===== config.mk =====
export PLATFORM = sky130hd
export DESIGN_NAME = shear_sort_engine
export DESIGN_NICKNAME = d
export VERILOG_FILES = /design/src/rtl/shear_pkg.sv /design/src/rtl/shear_cx.sv /design/src/rtl/shear_grid.sv /design/src/rtl/shear_ctrl.sv /design/src/rtl/shear_sort_engine.sv
export SDC_FILE = /design/constraint.sdc
export NUM_CORES = 1
export LEC_CHECK = 0
export BUFFER_PORTS_ARGS = -buffer_cell sky130_fd_sc_hd__buf_2
export CAP_MARGIN = 15
export CORE_MARGIN = 2
export CORE_UTILIZATION = 57
export DETAILED_ROUTE_END_ITERATION = 12
export GPL_TIMING_DRIVEN = 1
export PLACE_DENSITY = 0.73
export SLEW_MARGIN = 15
export SYNTH_ARGS = -nofsm -noshare
export SYNTH_HDL_FRONTEND = slang
export SYNTH_SLANG_ARGS = --single-unit
export TNS_END_PERCENT = 10

===== constraint.sdc =====
create_clock -name clk -period 8.7 [get_ports clk]
set_input_delay 0.87 -clock clk [delete_from_list [all_inputs] [get_ports clk]]
set_output_delay 0.87 -clock clk [all_outputs]
set_load 0.01 [all_outputs]

===== src/rtl/shear_pkg.sv =====
package shear_pkg;

    typedef enum logic [2:0] {
        S_IDLE,
        S_LOAD,
        S_ROWS,
        S_COLS,
        S_DRAIN,
        S_FINISH
    } sort_state_e;

    // smallest r with 2**r >= v (v >= 1)
    function automatic logic [31:0] ceil_log2(input logic [31:0] v);
        logic [31:0] res;
        res = '0;
        for (int i = 0; i < 31; i++) begin
            if ((32'd1 << i) < v) res = 32'(i + 1);
        end
        return res;
    endfunction

endpackage


===== src/rtl/shear_cx.sv =====
module shear_cx #(
    parameter int KEY_W = 8
) (
    input  logic [KEY_W-1:0] a_i,
    input  logic [KEY_W-1:0] b_i,
    input  logic             asc_i,
    output logic [KEY_W-1:0] a_o,
    output logic [KEY_W-1:0] b_o
);
    logic flip;

    assign flip = asc_i ? (a_i > b_i) : (a_i < b_i);
    assign a_o  = flip ? b_i : a_i;
    assign b_o  = flip ? a_i : b_i;
endmodule


===== src/rtl/shear_grid.sv =====
module shear_grid #(
    parameter int MAX_ROWS = 4,
    parameter int MAX_COLS = 4,
    parameter int KEY_W    = 8,
    parameter int DIM_W    = 3
) (
    input  logic             clk,
    input  logic [DIM_W-1:0] act_rows_i,
    input  logic [DIM_W-1:0] act_cols_i,
    input  logic             row_step_i,
    input  logic             col_step_i,
    input  logic             par_i,
    input  logic             wr_en_i,
    input  logic [DIM_W-1:0] wr_row_i,
    input  logic [DIM_W-1:0] wr_col_i,
    input  logic [KEY_W-1:0] wr_key_i,
    input  logic [DIM_W-1:0] rd_row_i,
    input  logic [DIM_W-1:0] rd_col_i,
    output logic [KEY_W-1:0] rd_key_o
);
    logic [KEY_W-1:0] cell_q [MAX_ROWS][MAX_COLS];
    logic [KEY_W-1:0] cell_d [MAX_ROWS][MAX_COLS];
    logic [KEY_W-1:0] h_a    [MAX_ROWS][MAX_COLS];
    logic [KEY_W-1:0] h_b    [MAX_ROWS][MAX_COLS];
    logic [KEY_W-1:0] v_a    [MAX_ROWS][MAX_COLS];
    logic [KEY_W-1:0] v_b    [MAX_ROWS][MAX_COLS];

    for (genvar r = 0; r < MAX_ROWS; r++) begin : g_row
        for (genvar c = 0; c < MAX_COLS; c++) begin : g_col
            if (c + 1 < MAX_COLS) begin : g_h
                shear_cx #(.KEY_W(KEY_W)) u_hcx (
                    .a_i   (cell_q[r][c]),
                    .b_i   (cell_q[r][c+1]),
                    .asc_i ((r % 2) == 0),
                    .a_o   (h_a[r][c]),
                    .b_o   (h_b[r][c])
                );
            end else begin : g_h_edge
                assign h_a[r][c] = '0;
                assign h_b[r][c] = '0;
            end
            if (r + 1 < MAX_ROWS) begin : g_v
                shear_cx #(.KEY_W(KEY_W)) u_vcx (
                    .a_i   (cell_q[r][c]),
                    .b_i   (cell_q[r+1][c]),
                    .asc_i (1'b1),
                    .a_o   (v_a[r][c]),
                    .b_o   (v_b[r][c])
                );
            end else begin : g_v_edge
                assign v_a[r][c] = '0;
                assign v_b[r][c] = '0;
            end
        end
    end

    always_comb begin
        cell_d = cell_q;
        for (int r = 0; r < MAX_ROWS; r++) begin
            for (int c = 0; c < MAX_COLS; c++) begin
                if (wr_en_i && wr_row_i == DIM_W'(r) && wr_col_i == DIM_W'(c))
                    cell_d[r][c] = wr_key_i;
            end
        end
        for (int r = 0; r < MAX_ROWS; r++) begin
            for (int c = 0; c + 1 < MAX_COLS; c++) begin
                if (row_step_i && 1'(c % 2) == par_i &&
                    DIM_W'(r) < act_rows_i && DIM_W'(c + 1) < act_cols_i) begin
                    cell_d[r][c]   = h_a[r][c];
                    cell_d[r][c+1] = h_b[r][c];
                end
            end
        end
        for (int r = 0; r + 1 < MAX_ROWS; r++) begin
            for (int c = 0; c < MAX_COLS; c++) begin
                if (col_step_i && 1'(r % 2) == par_i &&
                    DIM_W'(r + 1) < act_rows_i && DIM_W'(c) < act_cols_i) begin
                    cell_d[r][c]   = v_a[r][c];
                    cell_d[r+1][c] = v_b[r][c];
                end
            end
        end
    end

    always_ff @(posedge clk) begin
        cell_q <= cell_d;
    end

    always_comb begin
        rd_key_o = '0;
        for (int r = 0; r < MAX_ROWS; r++) begin
            for (int c = 0; c < MAX_COLS; c++) begin
                if (rd_row_i == DIM_W'(r) && rd_col_i == DIM_W'(c))
                    rd_key_o = cell_q[r][c];
            end
        end
    end
endmodule


===== src/rtl/shear_ctrl.sv =====
module shear_ctrl
    import shear_pkg::*;
#(
    parameter int DIM_W = 3
) (
    input  logic             clk,
    input  logic             rst_n,
    input  logic             start_i,
    input  logic [DIM_W-1:0] cfg_rows_i,
    input  logic [DIM_W-1:0] cfg_cols_i,
    input  logic             cfg_swap_i,
    input  logic             in_valid_i,
    input  logic             out_ready_i,
    output logic [DIM_W-1:0] act_rows_o,
    output logic [DIM_W-1:0] act_cols_o,
    output logic             row_step_o,
    output logic             col_step_o,
    output logic             par_o,
    output logic             wr_en_o,
    output logic [DIM_W-1:0] idx_row_o,
    output logic [DIM_W-1:0] wr_col_o,
    output logic [DIM_W-1:0] rd_col_o,
    output logic             in_ready_o,
    output logic             out_valid_o,
    output logic             busy_o,
    output logic             done_o
);
    sort_state_e      state_q, state_d;
    logic [DIM_W-1:0] rows_q, cols_q, nrnd_q, rnd_q, step_q, ir_q, ic_q;
    logic [DIM_W-1:0] eff_rows, eff_cols;
    logic             load_hs, drain_hs, grid_last, row_last, col_last, rnd_last;

    assign eff_rows  = cfg_swap_i ? cfg_cols_i : cfg_rows_i;
    assign eff_cols  = cfg_swap_i ? cfg_rows_i : cfg_cols_i;
    assign load_hs   = (state_q == S_LOAD)  && in_valid_i;
    assign drain_hs  = (state_q == S_DRAIN) && out_ready_i;
    assign grid_last = (ir_q == rows_q - DIM_W'(1)) && (ic_q == cols_q - DIM_W'(1));
    assign row_last  = step_q == cols_q - DIM_W'(1);
    assign col_last  = step_q == rows_q - DIM_W'(1);
    assign rnd_last  = rnd_q == nrnd_q - DIM_W'(1);

    // state register
    always_ff @(posedge clk or negedge rst_n) begin
        if (!rst_n) state_q <= S_IDLE;
        else        state_q <= state_d;
    end

    // transitions
    always_comb begin
        state_d = state_q;
        unique case (state_q)
            S_IDLE:   if (start_i) state_d = S_LOAD;
            S_LOAD:   if (load_hs && grid_last) state_d = S_ROWS;
            S_ROWS:   if (row_last) state_d = S_COLS;
            S_COLS:   if (col_last) state_d = rnd_last ? S_DRAIN : S_ROWS;
            S_DRAIN:  if (drain_hs && grid_last) state_d = S_FINISH;
            S_FINISH: state_d = S_IDLE;
            default:  state_d = S_IDLE;
        endcase
    end

    // counters and latched configuration
    always_ff @(posedge clk or negedge rst_n) begin
        if (!rst_n) begin
            rows_q <= '0; cols_q <= '0; nrnd_q <= '0;
            rnd_q  <= '0; step_q <= '0; ir_q   <= '0; ic_q <= '0;
        end else begin
            if (state_q == S_IDLE && start_i) begin
                rows_q <= eff_rows;
                cols_q <= eff_cols;
                nrnd_q <= DIM_W'(ceil_log2(32'(eff_rows)) + 32'd1);
                rnd_q  <= '0; step_q <= '0; ir_q <= '0; ic_q <= '0;
            end
            if (load_hs || drain_hs) begin
                if (ic_q == cols_q - DIM_W'(1)) begin
                    ic_q <= '0;
                    ir_q <= grid_last ? '0 : ir_q + DIM_W'(1);
                end else begin
                    ic_q <= ic_q + DIM_W'(1);
                end
            end
            if (state_q == S_ROWS) step_q <= row_last ? '0 : step_q + DIM_W'(1);
            if (state_q == S_COLS) begin
                step_q <= col_last ? '0 : step_q + DIM_W'(1);
                if (col_last) rnd_q <= rnd_last ? '0 : rnd_q + DIM_W'(1);
            end
        end
    end

    // outputs
    always_comb begin
        in_ready_o  = 1'b0;
        out_valid_o = 1'b0;
        row_step_o  = 1'b0;
        col_step_o  = 1'b0;
        wr_en_o     = 1'b0;
        busy_o      = 1'b1;
        done_o      = 1'b0;
        unique case (state_q)
            S_IDLE:   busy_o = 1'b0;
            S_LOAD:   begin in_ready_o = 1'b1; wr_en_o = in_valid_i; end
            S_ROWS:   row_step_o = 1'b1;
            S_COLS:   col_step_o = 1'b1;
            S_DRAIN:  out_valid_o = 1'b1;
            S_FINISH: begin busy_o = 1'b0; done_o = 1'b1; end
            default:  busy_o = 1'b0;
        endcase
    end

    assign act_rows_o = rows_q;
    assign act_cols_o = cols_q;
    assign par_o      = step_q[0];
    assign idx_row_o  = ir_q;
    assign wr_col_o   = ic_q;
    assign rd_col_o   = ir_q[0] ? (cols_q - DIM_W'(1) - ic_q) : ic_q;
endmodule


===== src/rtl/shear_sort_engine.sv =====
module shear_sort_engine #(
    parameter int MAX_ROWS = 4,
    parameter int MAX_COLS = 4,
    parameter int KEY_W    = 8,
    localparam int MAX_DIM = (MAX_ROWS > MAX_COLS) ? MAX_ROWS : MAX_COLS,
    localparam int DIM_W   = $clog2(MAX_DIM + 1)
) (
    input  logic             clk,
    input  logic             rst_n,
    input  logic             start_i,
    input  logic [DIM_W-1:0] cfg_rows_i,
    input  logic [DIM_W-1:0] cfg_cols_i,
    input  logic             cfg_swap_i,
    input  logic             in_valid_i,
    output logic             in_ready_o,
    input  logic [KEY_W-1:0] in_key_i,
    output logic             out_valid_o,
    input  logic             out_ready_i,
    output logic [KEY_W-1:0] out_key_o,
    output logic             busy_o,
    output logic             done_o
);
    logic [DIM_W-1:0] act_rows, act_cols, idx_row, wr_col, rd_col;
    logic             row_step, col_step, par, wr_en;

    shear_ctrl #(.DIM_W(DIM_W)) u_ctrl (
        .clk         (clk),
        .rst_n       (rst_n),
        .start_i     (start_i),
        .cfg_rows_i  (cfg_rows_i),
        .cfg_cols_i  (cfg_cols_i),
        .cfg_swap_i  (cfg_swap_i),
        .in_valid_i  (in_valid_i),
        .out_ready_i (out_ready_i),
        .act_rows_o  (act_rows),
        .act_cols_o  (act_cols),
        .row_step_o  (row_step),
        .col_step_o  (col_step),
        .par_o       (par),
        .wr_en_o     (wr_en),
        .idx_row_o   (idx_row),
        .wr_col_o    (wr_col),
        .rd_col_o    (rd_col),
        .in_ready_o  (in_ready_o),
        .out_valid_o (out_valid_o),
        .busy_o      (busy_o),
        .done_o      (done_o)
    );

    shear_grid #(
        .MAX_ROWS (MAX_ROWS),
        .MAX_COLS (MAX_COLS),
        .KEY_W    (KEY_W),
        .DIM_W    (DIM_W)
    ) u_grid (
        .clk        (clk),
        .act_rows_i (act_rows),
        .act_cols_i (act_cols),
        .row_step_i (row_step),
        .col_step_i (col_step),
        .par_i      (par),
        .wr_en_i    (wr_en),
        .wr_row_i   (idx_row),
        .wr_col_i   (wr_col),
        .wr_key_i   (in_key_i),
        .rd_row_i   (idx_row),
        .rd_col_i   (rd_col),
        .rd_key_o   (out_key_o)
    );
endmodule


==> metrics.md, run 1 <==
| Metric | Value |
|---|---|
| FFs w/ async S/R, synth | `0.158` |
| Area Overhead vs Synth | `5.57%` |
| Post-Syn Nets | `2157` |
| Crit path DAT | `4.71 ns` |
| Setup violators final | `0` |
| Post-synthesis cell area | `16000 um2` |
| Routed wire per std cell | `30.0 um` |
| CTS tree | `built` |
| DP Area | `16200 um2` |
| Num rows | `61` |
| Final WL | `68500 um` |
| Leakage power | `7.37 nW` |
| Power consumption | `6.39 mW` |
| Cells after synthesis | `1931` |
| WP data required | `7.83 ns` |
| Hold crit path type | `in -> async` |
| EDFF count, synth | `128` |
| Post-CTS Setup Inserts | `0` |
| Area of the core | `27700 um2` |
| CTS H-tree lvls | `4` |
| Worst R2R Start | `u_ctrl.state_q[2]$_DFFE_PN0P_` |
| Post_cts resized | `0` |
| Distinct cells, synth | `88` |
| Period utilization | `0.642` |
| PD cells | `379 nW/um2` |
| RR Endpoint | `u_grid.cell_q[95]$_DFFE_PP_` |
| Initial antenna violation count | `0` |
| Synth Area in Compound Gates | `0.256` |
| Register area share after synthesis | `0.278` |
| Skew-Pair Late Insertion Delay | `0.45 ns` |
| Commonest non-fill, non-tap cell in the layout | `ha_1` |
| Synth Area in Adders | `0.162` |
| CP endpoint kind | `output pin` |
| Max cap viols | `0` |
| # DRC | `0` |
| Post-synthesis mux area share | `0.0549` |
| WS Path Type | `reg -> out` |
| CTS Buffer Depth | `2` |
| Vias | `16218` |
| Final net count | `2115` |
| DRT Pass-1 Iters | `12` |
| XOR/XNOR Fraction of Synth Area | `0.0135` |
| Final worst clock skew | `0.0114 ns` |
| Final Max Slew Viols | `0` |
| VDD IR-drop max | `0.260 mV` |
| Die span in y | `171 um` |
| Post-Synth Simple-Gate Area | `0.169` |
| Number of hold buffers added after CTS | `0` |
| Reg clk slew, reported paths | `0.07 ns` |
| Ports | `32` |
| Post-route minimum period | `5.58 ns` |
| R2r setup slk | `4.93 ns` |
| Dominant cell type by area after synthesis | `edfxtp_1` |
| Commonest cells after routing, fill and taps aside | `205 x ha_1, 189 x nand2_1, 185 x a21oi_1` |
| Slew margin rel. | `0.270` |
| Num CTS Buffers | `17` |
| Gr usage total | `0.468` |
| TNS Setup | `0 ns` |
| Yosys warns | `0` |
| GP Congestion | `1.03` |
| GR Overflow Total | `0` |
| Synth area leaders | `edfxtp_1 24%, ha_1 16%, a21oi_1 5.8%` |
| Area fraction of the dominant cell type after synthesis | `0.241` |
| Final hold violation count | `0` |
| Largest net degree at the start of global routing | `37` |
| Largest family of logic cells by synthesized area | `compound AO/OA/AOI/OAI gates` |
| Share of layout cells above drive strength 1 | `0.0683` |
| First-pass GRT wire length | `98800 um` |
| Multi-input gate area | `10500 um2` |
| CTS root buf | `clkbuf_16` |
| Die area | `29400 um2` |
| Most used flip-flop cell after synthesis | `edfxtp_1` |
| DR vias/cell | `7.11` |
| DIE WIDTH | `171 um` |
| Run status | `complete, no violations` |
| CP Max Fanout | `21` |
| Filler instances | `2409` |
| Diode count | `0` |
| Crit path launch | `u_ctrl.act_cols_o[0]$_DFFE_PN0P_` |
| Port buffer count | `31` |
| RSZ-0062 raised after global routing | `false` |
| CTS Sinks | `152` |
| Vias in the first global route | `15136` |
| Fin area | `16900 um2` |
| Syn Area/Cell | `8.27 um2` |
| Length in cells of the worst reg-to-reg path | `6` |
| Critical Path Sink | `out_key_o[2]` |
| Antenna-violating nets left | `0` |
| Synthesized flop and latch total | `152` |
| Number of DRC markers in iteration 0 | `2606` |
| Initial Util | `0.576` |
| CP startpoint kind | `register` |
| Reg area | `4440 um2` |
| Fmax | `179 MHz` |
| Worst slew pin tran | `1.09 ns` |
| Hpwl dp | `49500 um` |
-- cells by family after synthesis --
group | count (synthesis)
XOR/XNOR | 18
adder cells (fa/ha/maj) | 206
multiplexers | 85
AO/OA/AOI/OAI | 639
buffers and inverters | 256
AND/OR/NAND/NOR | 575
flip-flops | 152
-- cell type report --
cell class | count | area share
repair buffers | 52 | 0.0186
multi-input cells | 1523 | 0.623
inverters | 143 | 0.0318
flip-flops and latches | 152 | 0.264
clock buffers | 17 | 0.0252
clock inverters | 15 | 0.00987
well taps | 378 | 0.0281
-- power by group --
| group | total (mW) | internal, mW | switching, mW | leakage [nW] |
|---|---|---|---|---|
| combinational | 3.65 | 1.35 | 2.29 | 5.61 |
| clock | 0.797 | 0.430 | 0.366 | 0.289 |
| sequential | 1.95 | 1.18 | 0.766 | 1.47 |
| total | 6.39 | 2.97 | 3.43 | 7.37 |
-- state kept, by name, summed over array words and instances (netlist names) --
name / flops
u_ctrl.act_rows_o: 3
u_grid.cell_q: 128
u_ctrl.wr_col_o: 3
u_ctrl.nrnd_q: 3
u_ctrl.step_q: 3
u_ctrl.act_cols_o: 3
u_ctrl.rnd_q: 3
u_ctrl.state_q: 3
u_ctrl.idx_row_o: 3
-- worst max-delay path, stage by stage, from the launching register on --
cell and delay [ns]:
dfrtp_1 0.52, inv_1 0.08, ha_1 0.32, inv_1 0.08
fa_1 0.71, mux2i_2 0.11, buf_4 0.25, nor3_2 0.91
a22oi_1 0.21, a221oi_1 0.37, a211oi_1 0.10, o21ai_0 0.36
buf_2 0.21
-- metal layers --
layer,wire length [um],global-route usage
met4,5550,0.303
met1,25900,0.611
met2,27600,0.677
met5,0,0
met3,9480,0.131
-- stage by stage --
step,utilization,setup WS (ns),hold WS (ns),std cells
6_report,0.608,3.12,0.402,2280
5_1_grt,0.608,2.87,0.447,2280
4_1_cts,0.608,3.25,0.409,2280
3_5_place_dp,0.586,3.74,0.490,2248
3_3_place_gp,0.586,3.74,0.492,2248
2_1_floorplan,-,4.86,0.460,1931
-- synthesized netlist by cell type, drive strengths merged (6+ instances only) --
cell type,n
a211oi,30
a21o,45
a21oi,186
a221oi,27
a222oi,10
a311oi,17
a31oi,12
and3,17
buf,45
clkbuf,68
dfrtp,24
edfxtp,128
ha,205
inv,143
mux2,15
mux2i,70
nand2,189
nand2b,15
nand3,43
nand4,42
nor2,186
nor2b,33
nor3,13
nor4,6
o211ai,47
o21a,25
o21ai,164
o22ai,14
o31ai,9
xnor2,11
-- worst min-delay path by stage --
stage / endpoint / cells after the start / slack, ns
3_3_place_gp: u_ctrl.nrnd_q[2]$_DFFE_PN0P_ / 2 / 0.49
6_report: u_ctrl.act_cols_o[2]$_DFFE_PN0P_ / 1 / 0.40
2_1_floorplan: u_ctrl.nrnd_q[2]$_DFFE_PN0P_ / 2 / 0.46
5_1_grt: u_ctrl.state_q[0]$_DFFE_PN0P_ / 1 / 0.45
4_1_cts: u_ctrl.act_cols_o[2]$_DFFE_PN0P_ / 1 / 0.41
3_5_place_dp: u_ctrl.nrnd_q[2]$_DFFE_PN0P_ / 2 / 0.49
Note: power is estimated with default switching activity, not from simulation.
==> run 2: changes to the inputs <==
- clock period: 8.7 -> 5.8 ns (I/O delays scaled with it)
==> run 2 against run 1 <==
Net effect: cell count about the same; die area unchanged; critical endpoint unchanged; global-route usage increased by 0.30 points.
==> metrics.md, run 2 (same netlist as run 1, synthesis figures left out) <==
| Metric | Value |
|---|---|
| Hpwl dp | `49400 um (was 49500 um)` |
| Hold slack | `0.0940 ns (was 0.402 ns)` |
| Hold crit path type | `in -> async (unchanged)` |
| Crit path DAT | `4.47 ns (was 4.71 ns)` |
| # DRC | `0 (unchanged)` |
| Area of the core | `27700 um2 (unchanged)` |
| Post-route minimum period | `5.05 ns` |
| Met1 usage in global routing | `0.612 (was 0.611)` |
| Initial Util | `0.576 (unchanged)` |
| Ports | `32 (unchanged)` |
| VDD IR-drop max | `0.353 mV (was 0.260 mV)` |
| Gr usage total | `0.471 (was 0.468)` |
| Final net count | `2117 (was 2115)` |
| CP startpoint kind | `register (unchanged)` |
| Largest register by flop count | `u_grid.cell_q (unchanged)` |
| RSZ-0062 raised after global routing | `false (unchanged)` |
| First-pass GRT wire length | `99500 um (was 98800 um)` |
| Die span in y | `171 um (unchanged)` |
| Vias | `16343 (was 16218)` |
| Final WL | `68700 um (was 68500 um)` |
| Final worst clock skew | `0.0162 ns (was 0.0114 ns)` |
| Commonest cells after routing, fill and taps aside | `205 x ha_1, 189 x nand2_1, 185 x a21oi_1 (unchanged)` |
| Final hold violation count | `0 (unchanged)` |
| Final Max Slew Viols | `0 (unchanged)` |
| Period utilization | `0.871` |
| WS Path Type | `reg -> out (unchanged)` |
| Post_cts resized | `0 (unchanged)` |
| Num CTS Buffers | `17 (unchanged)` |
| TNS Setup | `0 ns (unchanged)` |
| Diode count | `0 (unchanged)` |
| DR vias/cell | `7.16 (was 7.11)` |
| Worst R2R Start | `u_ctrl.state_q[0]$_DFFE_PN0P_ (was u_ctrl.state_q[2]$_DFFE_PN0P_)` |
| M3 GR Usage | `0.143 (was 0.131)` |
| Vias in the first global route | `15199 (was 15136)` |
| R2r setup slk | `2.06 ns (was 4.93 ns)` |
| Largest net degree at the start of global routing | `36 (was 37)` |
| GRT busiest layer | `met2 (unchanged)` |
| Share of layout cells above drive strength 1 | `0.0709 (was 0.0683)` |
| Number of DRC markers in iteration 0 | `2687 (was 2606)` |
| Area Overhead vs Synth | `5.53% (was 5.57%)` |
| Slew margin rel. | `0.222 (was 0.270)` |
| Worst slew pin tran | `1.17 ns (was 1.09 ns)` |
| Routed wire per std cell | `30.1 um (was 30.0 um)` |
| WP data required | `5.22 ns (was 7.83 ns)` |
| Die area | `29400 um2 (unchanged)` |
| Setup violators final | `0 (unchanged)` |
| CP endpoint kind | `output pin (unchanged)` |
| DIE WIDTH | `171 um (unchanged)` |
| CTS Buffer Depth | `2 (unchanged)` |
| Max reg flops | `128 (unchanged)` |
| PD cells | `570 nW/um2 (was 379 nW/um2)` |
| Run status | `complete, no violations (unchanged)` |
| DRT Pass-1 Iters | `7 (was 12)` |
| GP Congestion | `1.00 (was 1.03)` |
| CTS H-tree lvls | `4 (unchanged)` |
| Leakage power | `7.38 nW (was 7.37 nW)` |
| Max cap viols | `0 (unchanged)` |
| Initial antenna violation count | `1 (was 0)` |
| Length in cells of the worst reg-to-reg path | `6 (unchanged)` |
| Port buffer count | `31 (unchanged)` |
| CTS Sinks | `152 (unchanged)` |
| Filler instances | `2432 (was 2409)` |
| Fmax | `198 MHz` |
| GR Overflow Total | `0 (unchanged)` |
| Reg clk slew, reported paths | `0.07 ns (about the same)` |
| RR Endpoint | `u_grid.cell_q[94]$_DFFE_PP_ (was u_grid.cell_q[95]$_DFFE_PP_)` |
| CTS root buf | `clkbuf_16 (unchanged)` |
| Number of hold buffers added after CTS | `0 (unchanged)` |
| Skew-Pair Late Insertion Delay | `0.46 ns (was 0.45 ns)` |
| Commonest non-fill, non-tap cell in the layout | `ha_1 (unchanged)` |
| Num rows | `61 (unchanged)` |
| CTS tree | `built (unchanged)` |
| Post-CTS Setup Inserts | `0 (unchanged)` |
| M2 GR Usage | `0.677 (about the same)` |
| CP Max Fanout | `9 (was 21)` |
| Antenna-violating nets left | `0 (unchanged)` |
-- run 2: power breakdown --
part           leakage, nW  internal, mW  switching, mW
combinational         5.62          2.04           3.44
sequential            1.47          1.77           1.17
clock                0.282         0.608          0.567
-- run 2: cell type report --
class                           instances  area (um2)  area share
Clock buffer                           17         425      0.0253
Clock inverter                         15         156     0.00928
Inverter                              143         537      0.0319
Multi-Input combinational cell       1523       10500       0.622
Sequential cell                       152        4440       0.264
Tap cell                              378         473      0.0281
Timing Repair Buffer                   54         328      0.0195
-- run 2: critical path: stages, from the launching register on --
cell and delay (ns):
dfrtp_1 0.51, inv_1 0.08, ha_1 0.31, inv_1 0.07, fa_1 0.74, mux2i_2 0.28, nor3_2 0.59, buf_4 0.28
a22oi_1 0.10, a221oi_1 0.33, a211oi_1 0.11, o21ai_0 0.41, buf_2 0.22
-- run 2: how the worst max path moves through the flow --
stage / start / endpoint / slack [ns] / depth (start not counted)
final: u_ctrl.act_cols_o[0]$_DFFE_PN0P_ / out_key_o[2] / 0.75 / 12
after global routing: u_ctrl.act_cols_o[0]$_DFFE_PN0P_ / out_key_o[2] / 0.62 / 12
after CTS: u_ctrl.act_cols_o[0]$_DFFE_PN0P_ / out_key_o[2] / 0.86 / 12
after detailed placement: u_ctrl.act_cols_o[0]$_DFFE_PN0P_ / out_key_o[2] / 1.35 / 12
after global placement: u_ctrl.act_cols_o[0]$_DFFE_PN0P_ / out_key_o[2] / 1.37 / 12
after floorplan: u_ctrl.act_cols_o[0]$_DFFE_PN0P_ / out_key_o[6] / 2.25 / 13
-- run 2: per-layer routing --
layer  share of wire  wire length (um)  vias to the layer above
met2            0.40             27800                     1329
met4           0.080              5520                        4
met3            0.15              9980                      370
met1            0.37             25400                     7552
li1                -                 -                     7088
met5         0.00098                67                        -
-- run 2: per-stage QoR --
| stage | instance area [um2] | std cells | util | total power [mW] | worst slack (ns) |
|---|---|---|---|---|---|
| global placement | 16300 | 2250 | 0.587 | 7.95 | 1.37 |
| CTS | 16800 | 2282 | 0.608 | 9.29 | 0.865 |
| global route | 16800 | 2282 | 0.608 | 10.1 | 0.624 |
| floorplan | 16000 | 1931 | - | 6.07 | 2.25 |
| finish | 16800 | 2282 | 0.608 | 9.60 | 0.746 |
| detailed placement | 16300 | 2250 | 0.587 | 8.11 | 1.35 |
